==> config.mk <==
export PLATFORM = sky130hd
export DESIGN_NAME = mac_unit
export DESIGN_NICKNAME = d
export VERILOG_FILES = /design/src/rtl/mac_pkg.sv /design/src/rtl/mac_mult.sv /design/src/rtl/mac_datapath.sv /design/src/rtl/mac_flags.sv /design/src/rtl/mac_acc_bank.sv /design/src/rtl/mac_unit.sv
export SDC_FILE = /design/constraint.sdc
export NUM_CORES = 2
export LEC_CHECK = 0
export ABC_AREA = 1
export BUFFER_PORTS_ARGS = -buffer_cell sky130_fd_sc_hd__buf_2
export CORE_ASPECT_RATIO = 0.9
export CORE_MARGIN = 1.5
export CORE_UTILIZATION = 30
export DETAILED_ROUTE_END_ITERATION = 7
export GPL_TIMING_DRIVEN = 0
export HOLD_SLACK_MARGIN = 0.03
export SYNTH_ARGS = -nofsm -noshare
export SYNTH_HDL_FRONTEND = slang
export SYNTH_HIERARCHICAL = 1
export SYNTH_SLANG_ARGS = --single-unit
==> constraint.sdc <==
create_clock -name clk -period 22.1 [get_ports clk]
set_clock_uncertainty 0.1 [all_clocks]
set_input_delay 2.21 -clock clk [delete_from_list [all_inputs] [get_ports clk]]
set_output_delay 2.21 -clock clk [all_outputs]
set_load 0.02 [all_outputs]
==> src/rtl/mac_pkg.sv <==
// Shared opcode encoding of the multiply-accumulate unit.
// Assumes a 4-bit opcode field; codes 13..15 act as idle.
package mac_pkg;
    typedef enum logic [3:0] {
        OP_IDLE    = 4'd0,
        OP_MUL_RES = 4'd1,
        OP_MUL_ACC = 4'd2,
        OP_ADD_ACC = 4'd3,
        OP_SUB_ACC = 4'd4,
        OP_ADD_RES = 4'd5,
        OP_SUB_RES = 4'd6,
        OP_SAT_ACC = 4'd7,
        OP_SAT_RES = 4'd8,
        OP_RND_ACC = 4'd9,
        OP_RND_RES = 4'd10,
        OP_LOAD    = 4'd11,
        OP_READ    = 4'd12
    } mac_op_e;
endpackage

==> src/rtl/mac_mult.sv <==
// Operand multiplier. Extends both operands by one bit (sign or zero,
// per the signedness input) and forms a signed product. The product is
// sign-extended to the accumulator width.
// Assumes ACC_W > 2*OP_W + 2.
module mac_mult #(
    parameter int OP_W  = 32,
    parameter int ACC_W = 80
) (
    input  logic [OP_W-1:0]  rx_i,
    input  logic [OP_W-1:0]  ry_i,
    input  logic             signed_i,
    output logic [ACC_W-1:0] prod_o
);
    localparam int PW  = 2*OP_W + 2;
    localparam int EXT = ACC_W - PW;

    logic signed [OP_W:0] xa;
    logic signed [OP_W:0] ya;
    logic signed [PW-1:0] p;

    // extend operands and multiply as signed values
    always_comb begin
        xa = {signed_i & rx_i[OP_W-1], rx_i};
        ya = {signed_i & ry_i[OP_W-1], ry_i};
        p  = PW'(xa) * PW'(ya);
        prod_o = {{EXT{p[PW-1]}}, p};
    end
endmodule

==> src/rtl/mac_datapath.sv <==
// Value generator. Given the opcode, the selected accumulator, the
// product and the first operand, it forms the full-width value of the
// operation and says where that value goes (accumulator or result word).
// Assumes accumulator contents are signed two's-complement.
module mac_datapath
    import mac_pkg::*;
#(
    parameter int OP_W  = 32,
    parameter int ACC_W = 80
) (
    input  logic [3:0]       op_i,
    input  logic             signed_i,
    input  logic [ACC_W-1:0] acc_i,
    input  logic [ACC_W-1:0] prod_i,
    input  logic [OP_W-1:0]  rx_i,
    output logic [ACC_W-1:0] val_o,
    output logic             to_acc_o,
    output logic             to_res_o
);
    localparam int HI_W = ACC_W - OP_W;
    localparam logic [ACC_W-1:0] SMAX = {{(HI_W+1){1'b0}}, {(OP_W-1){1'b1}}};
    localparam logic [ACC_W-1:0] SMIN = {{(HI_W+1){1'b1}}, {(OP_W-1){1'b0}}};
    localparam logic [ACC_W-1:0] UMAX = {{HI_W{1'b0}}, {OP_W{1'b1}}};

    logic [ACC_W-1:0] sum;
    logic [ACC_W-1:0] dif;
    logic [ACC_W-1:0] sat;
    logic [ACC_W-1:0] ld;
    logic [HI_W-1:0]  rnd_hi;
    logic             fit_s;
    logic             fit_u;

    // arithmetic with the product
    always_comb begin
        sum = acc_i + prod_i;
        dif = acc_i - prod_i;
    end

    // clamp to the 32-bit range of the chosen signedness
    always_comb begin
        fit_s = (&acc_i[ACC_W-1:OP_W-1]) | ~(|acc_i[ACC_W-1:OP_W-1]);
        fit_u = ~(|acc_i[ACC_W-1:OP_W]);
        if (signed_i) begin
            if (fit_s)                sat = acc_i;
            else if (acc_i[ACC_W-1])  sat = SMIN;
            else                      sat = SMAX;
        end else begin
            if (fit_u)                sat = acc_i;
            else if (acc_i[ACC_W-1])  sat = '0;
            else                      sat = UMAX;
        end
    end

    // round: the half-LSB add only carries into the upper part when bit OP_W-1 is set
    always_comb begin
        rnd_hi = acc_i[ACC_W-1:OP_W] + HI_W'(acc_i[OP_W-1]);
    end

    // direct load with sign or zero extension
    always_comb begin
        ld = {{HI_W{signed_i & rx_i[OP_W-1]}}, rx_i};
    end

    // choose the value and its destination
    always_comb begin
        val_o    = '0;
        to_acc_o = 1'b0;
        to_res_o = 1'b0;
        case (mac_op_e'(op_i))
            OP_MUL_RES: begin val_o = prod_i; to_res_o = 1'b1; end
            OP_MUL_ACC: begin val_o = prod_i; to_acc_o = 1'b1; end
            OP_ADD_ACC: begin val_o = sum;    to_acc_o = 1'b1; end
            OP_SUB_ACC: begin val_o = dif;    to_acc_o = 1'b1; end
            OP_ADD_RES: begin val_o = sum;    to_res_o = 1'b1; end
            OP_SUB_RES: begin val_o = dif;    to_res_o = 1'b1; end
            OP_SAT_ACC: begin val_o = sat;    to_acc_o = 1'b1; end
            OP_SAT_RES: begin val_o = sat;    to_res_o = 1'b1; end
            OP_RND_ACC: begin val_o = {rnd_hi, {OP_W{1'b0}}}; to_acc_o = 1'b1; end
            OP_RND_RES: begin val_o = {{OP_W{rnd_hi[HI_W-1]}}, rnd_hi}; to_res_o = 1'b1; end
            OP_LOAD:    begin val_o = ld;     to_acc_o = 1'b1; end
            OP_READ:    begin val_o = acc_i;  to_res_o = 1'b1; end
            default:    begin val_o = '0; end
        endcase
    end
endmodule

==> src/rtl/mac_flags.sv <==
// Status flag logic. Negative is the top bit of the full value. Overflow
// is raised only for a result-word destination whose value falls outside
// the OP_W-bit range of the chosen signedness.
// Assumes hi_i carries bits ACC_W-1 down to OP_W-1 of the value.
module mac_flags #(
    parameter int OP_W  = 32,
    parameter int ACC_W = 80
) (
    input  logic [ACC_W-OP_W:0] hi_i,
    input  logic                signed_i,
    input  logic                to_res_i,
    output logic                mn_o,
    output logic                mv_o
);
    localparam int TOP = ACC_W - OP_W;

    logic fit_s;
    logic fit_u;

    // range test and flag forming
    always_comb begin
        fit_s = (&hi_i) | ~(|hi_i);
        fit_u = ~(|hi_i[TOP:1]);
        mn_o  = hi_i[TOP];
        mv_o  = to_res_i & ~(signed_i ? fit_s : fit_u);
    end
endmodule

==> src/rtl/mac_acc_bank.sv <==
// Bank of N_ACC accumulator registers with one write port and one read
// port, both addressed by the same select. All bank contents are also
// exposed flat for observation.
// Assumes N_ACC >= 2 and sel_i below N_ACC.
module mac_acc_bank #(
    parameter int ACC_W = 80,
    parameter int N_ACC = 2,
    localparam int SEL_W = $clog2(N_ACC)
) (
    input  logic                   clk,
    input  logic                   rst_n,
    input  logic                   wr_en_i,
    input  logic [SEL_W-1:0]       sel_i,
    input  logic [ACC_W-1:0]       wr_data_i,
    output logic [ACC_W-1:0]       rd_data_o,
    output logic [N_ACC*ACC_W-1:0] acc_all_o
);
    logic [ACC_W-1:0] acc_q [N_ACC];

    for (genvar k = 0; k < N_ACC; k++) begin : g_acc
        // write one accumulator when it is addressed
        always_ff @(posedge clk) begin
            if (!rst_n)
                acc_q[k] <= '0;
            else if (wr_en_i && (sel_i == SEL_W'(k)))
                acc_q[k] <= wr_data_i;
        end
        assign acc_all_o[k*ACC_W +: ACC_W] = acc_q[k];
    end

    // read port
    assign rd_data_o = acc_q[sel_i];
endmodule

==> src/rtl/mac_unit.sv <==
// Dual-accumulator multiply-accumulate unit, top level. Takes one operation
// per cycle while valid_i is high. The result word, its valid strobe and
// the flags are registered, so they appear one clock after the operation.
// Accumulator writes land on the same edge.
// Assumes acc_sel_i is below N_ACC.
module mac_unit
    import mac_pkg::*;
#(
    parameter int OP_W  = 32,
    parameter int ACC_W = 80,
    parameter int N_ACC = 2,
    localparam int SEL_W = $clog2(N_ACC)
) (
    input  logic             clk,
    input  logic             rst_n,
    input  logic             valid_i,
    input  logic [3:0]       op_i,
    input  logic [SEL_W-1:0] acc_sel_i,
    input  logic             signed_i,
    input  logic [OP_W-1:0]  rx_i,
    input  logic [OP_W-1:0]  ry_i,
    output logic [OP_W-1:0]  res_o,
    output logic             res_valid_o,
    output logic             flag_mn_o,
    output logic             flag_mv_o
);
    logic [ACC_W-1:0]       prod;
    logic [ACC_W-1:0]       acc_cur;
    logic [ACC_W-1:0]       val;
    logic [N_ACC*ACC_W-1:0] acc_all;
    logic                   to_acc;
    logic                   to_res;
    logic                   mn;
    logic                   mv;
    logic [OP_W-1:0]        res_q;
    logic                   vld_q;
    logic                   mn_q;
    logic                   mv_q;

    mac_mult #(.OP_W(OP_W), .ACC_W(ACC_W)) i_mult (
        .rx_i     (rx_i),
        .ry_i     (ry_i),
        .signed_i (signed_i),
        .prod_o   (prod)
    );

    mac_acc_bank #(.ACC_W(ACC_W), .N_ACC(N_ACC)) i_bank (
        .clk       (clk),
        .rst_n     (rst_n),
        .wr_en_i   (valid_i & to_acc),
        .sel_i     (acc_sel_i),
        .wr_data_i (val),
        .rd_data_o (acc_cur),
        .acc_all_o (acc_all)
    );

    mac_datapath #(.OP_W(OP_W), .ACC_W(ACC_W)) i_dp (
        .op_i     (op_i),
        .signed_i (signed_i),
        .acc_i    (acc_cur),
        .prod_i   (prod),
        .rx_i     (rx_i),
        .val_o    (val),
        .to_acc_o (to_acc),
        .to_res_o (to_res)
    );

    mac_flags #(.OP_W(OP_W), .ACC_W(ACC_W)) i_flags (
        .hi_i     (val[ACC_W-1:OP_W-1]),
        .signed_i (signed_i),
        .to_res_i (to_res),
        .mn_o     (mn),
        .mv_o     (mv)
    );

    // register result word, strobe and flags
    always_ff @(posedge clk) begin
        if (!rst_n) begin
            res_q <= '0;
            vld_q <= 1'b0;
            mn_q  <= 1'b0;
            mv_q  <= 1'b0;
        end else begin
            vld_q <= valid_i & to_res;
            if (valid_i && (to_res || to_acc)) begin
                mn_q <= mn;
                mv_q <= mv;
            end
            if (valid_i && to_res)
                res_q <= val[OP_W-1:0];
        end
    end

    assign res_o       = res_q;
    assign res_valid_o = vld_q;
    assign flag_mn_o   = mn_q;
    assign flag_mv_o   = mv_q;
endmodule

==> reports/qor.csv <==
stage;metric;value;unit
cts;cts_buffers;25;
sta;fmax;56.0;MHz
synth;synth.area.top_cells;fa_1 35%, nand2_1 17%, inv_1 14%;
die;coreArea;0.217;mm2
die;fp.dieH;447;um
synth;yosysSeqAreaShare;8.37;%
global_route;grt_max_degree;28;
die;die-area;0.222;mm2
critical_path;end_kind;flip-flop;
global_route;grt.total_usage;27.3;%
place;place_hpwl;260000;um
synth;syn-cell-area;0.0658;mm2
sta;fin_crit_sh;80.8;%
critical_path;arrival;18.14;ns
sta;relSlewSlack;-5.28;%
die;initial_core_util;30.3;%
critical_path;ff2ff_path_depth;23;
finish;drive_above_1_share;3.90;%
synth;synth-edff-count;160;
die;fp-row-count;162;
critical_path;cp_slowest_cell;fa_1;
detailed_routing;dr.pass1.iters;7;
synth;ys.flop_type;edfxtp_1;
detailed_routing;drtAntennaViolNets;0;
synth;syn_nets;11100;
critical_path;slowest_delay;1.03;ns
synth;synthDistinctLibCells;68;
global_route;grt_pass1_vias;61400;
cts;cts_resized;0;
critical_path;cp.required;22.40;ns
die;fp.dieW;497;um
sta;setup_tns;0;ns
synth;synth_top_area_share;34.9;%
cts;cts-root-buf;clkbuf_16;
die;ios;108;
cts;clock_path_buffers;3;
global_route;grt-ovfl-total;0;
finish;fill_cells;24300;
outcome;violations;max-capacitance violations, max-slew violations;
cts;hold_buffers;0;
cts;clk_pin_slew;0.07;ns
critical_path;r2r_slack;16.55;ns
cts;postCtsSetupRepairBufs;0;
cts;clk_latency;0.52;ns
min_path;min_path_type;flip-flop to flip-flop;
detailed_routing;drtIter0Drc;8021;
synth;synth_top_cell_by_area;fa_1;
synth;synth_common_cells;2,956 x nand2_1, 2,413 x inv_1, 1,146 x fa_1;
finish;area_delta_synth_final;7.36;%
synth;syn_inst;9593;
detailed_routing;drc;0;
detailed_routing;wl;303000;um
detailed_routing;vias;62900;
place;globalplace.congestion;1.08;
synth;avgSynthCellArea;6.86;um2
sta;setup_viol;0;
detailed_routing;vias_per_cell;5.00;
critical_path;crit_path_end;flag_mv_o$_SDFFE_PN0P_;
critical_path;crit_start;rx_i[31];
critical_path;worstSetupPathType;input pin to flip-flop;
sta;slew_violations;8;
synth;synth-seq-cells;195;
cts;cts.htree.levels;4;
place;io_buffers;75;
synth;ys_warn_count;6;
synth;synth_most_common_cell;nand2_1;
cts;cts_tree;yes;
sta;hold_viol;0;
critical_path;path_max_fanout;18;
detailed_routing;wl_per_cell;24.1;um
global_route;antenna_found_initial;12;
global_route;grt_pass1_wl;433000;um
sta;period_needed;17.85;ns
critical_path;cp_common_cell;nand2_1;
finish;num-nets-final;11200;
outcome;status;complete, but fails checks;
synth;synth-async-reset-ratio;0;%
cts;clock_sinks;195;
critical_path;reg2reg_to;flag_mv_o$_SDFFE_PN0P_;
sta;rsz0062_at_grt;no;
sta;tightest_slew;1.58;ns
critical_path;critPathLaunchType;input pin;
run;maxCapViolCount;1;
critical_path;r2r_start;i_bank/acc_q[0][42]$_SDFFCE_PN0P_;
-- sequential cells by signal (all words and copies together) (netlist names) --
| register | flops |
|---|---|
| flag_mv_o | 1 |
| i_bank/acc_q | 160 |
| res_o | 32 |
| flag_mn_o | 1 |
| res_valid_o | 1 |
-- how the worst min path moves through the flow --
stage                                   to  slack, ns  cells past startpoint              startpoint
CTS                 res_o[30]$_SDFFE_PN0P_       0.38                      2  res_o[30]$_SDFFE_PN0P_
detailed placement  res_o[30]$_SDFFE_PN0P_       0.36                      2  res_o[30]$_SDFFE_PN0P_
global route        res_o[30]$_SDFFE_PN0P_       0.39                      2  res_o[30]$_SDFFE_PN0P_
floorplan           res_o[26]$_SDFFE_PN0P_       0.46                      2  res_o[26]$_SDFFE_PN0P_
finish              res_o[30]$_SDFFE_PN0P_       0.38                      2  res_o[30]$_SDFFE_PN0P_
global placement     res_o[6]$_SDFFE_PN0P_       0.36                      2   res_o[6]$_SDFFE_PN0P_
-- metrics by stage --
| stage | area, um2 | instances | worst slack [ns] | util, % | hold slack (ns) |
|---|---|---|---|---|---|
| 2_1_floorplan | 65800 | 9593 | 9.67 | - | 0.460 |
| 3_3_place_gp | 69700 | 12500 | 4.27 | 32.1 | 0.362 |
| 5_1_grt | 70600 | 12600 | 3.88 | 32.5 | 0.391 |
| 3_5_place_dp | 69900 | 12500 | 4.46 | 32.2 | 0.363 |
| 4_1_cts | 70600 | 12600 | 4.92 | 32.5 | 0.378 |
| 6_report | 70600 | 12600 | 4.25 | 32.5 | 0.375 |
-- cells in the final DEF (no fill, tap or decap), drive strengths merged, types with 122 or more instances in the layout --
master,n
a21oi,199
inv,2448
xor2,122
nand3,374
nor2,825
clkbuf,330
o21ai,187
nand2,3008
edfxtp,160
fa,1146
ha,300
buf,172
-- cell families (layout without fill, tap and decap cells) --
group	count (synthesis)	in the layout	synth area share, %
AOI/OAI and AO/OA	515	515	4.49
xor gates and xnor gates	137	137	1.82
adders and majority gates	1446	1446	40.6
buffers and inverters	2843	2958	16.8
DFF	195	195	8.37
other	0	16	0
and+or+nand+nor	4457	4457	27.9
-- final cells by class --
cell class / count / area [um2] / share of cell area (%)
diodes: 16 / 40.0 / 0.0567
plain buffers: 393 / 1880 / 2.66
clock buffers: 27 / 633 / 0.897
clock inverters: 6 / 38.8 / 0.0549
inverters: 2450 / 9210 / 13.0
multi-input cells: 6555 / 49200 / 69.7
flip-flops and latches: 195 / 5510 / 7.80
well taps: 2870 / 3590 / 5.08
repair buffers: 82 / 510 / 0.723
-- metal layers --
metal / wire length [um] / vias up / track usage (%) / part of all wire [%]
li1: - / 28200 / - / -
met1: 125000 / 30500 / 37.0 / 41
met2: 121000 / 3577 / 38.7 / 40
met3: 37800 / 633 / 8.15 / 12
met4: 19100 / 14 / 14.2 / 6.3
met5: 124 / - / 0.154 / 0.041
-- worst max-delay path, delay by kind of cell --
family,cells,cell delay [ns]
compound gates,2,0.32
xor+xnor,1,0.24
simple gates,31,6.44
buf+inv,11,3.15
fa+ha+maj,10,5.70
Power is not shown: default switching activity piles up to over one toggle a cycle in this logic, so the estimate is an artifact.
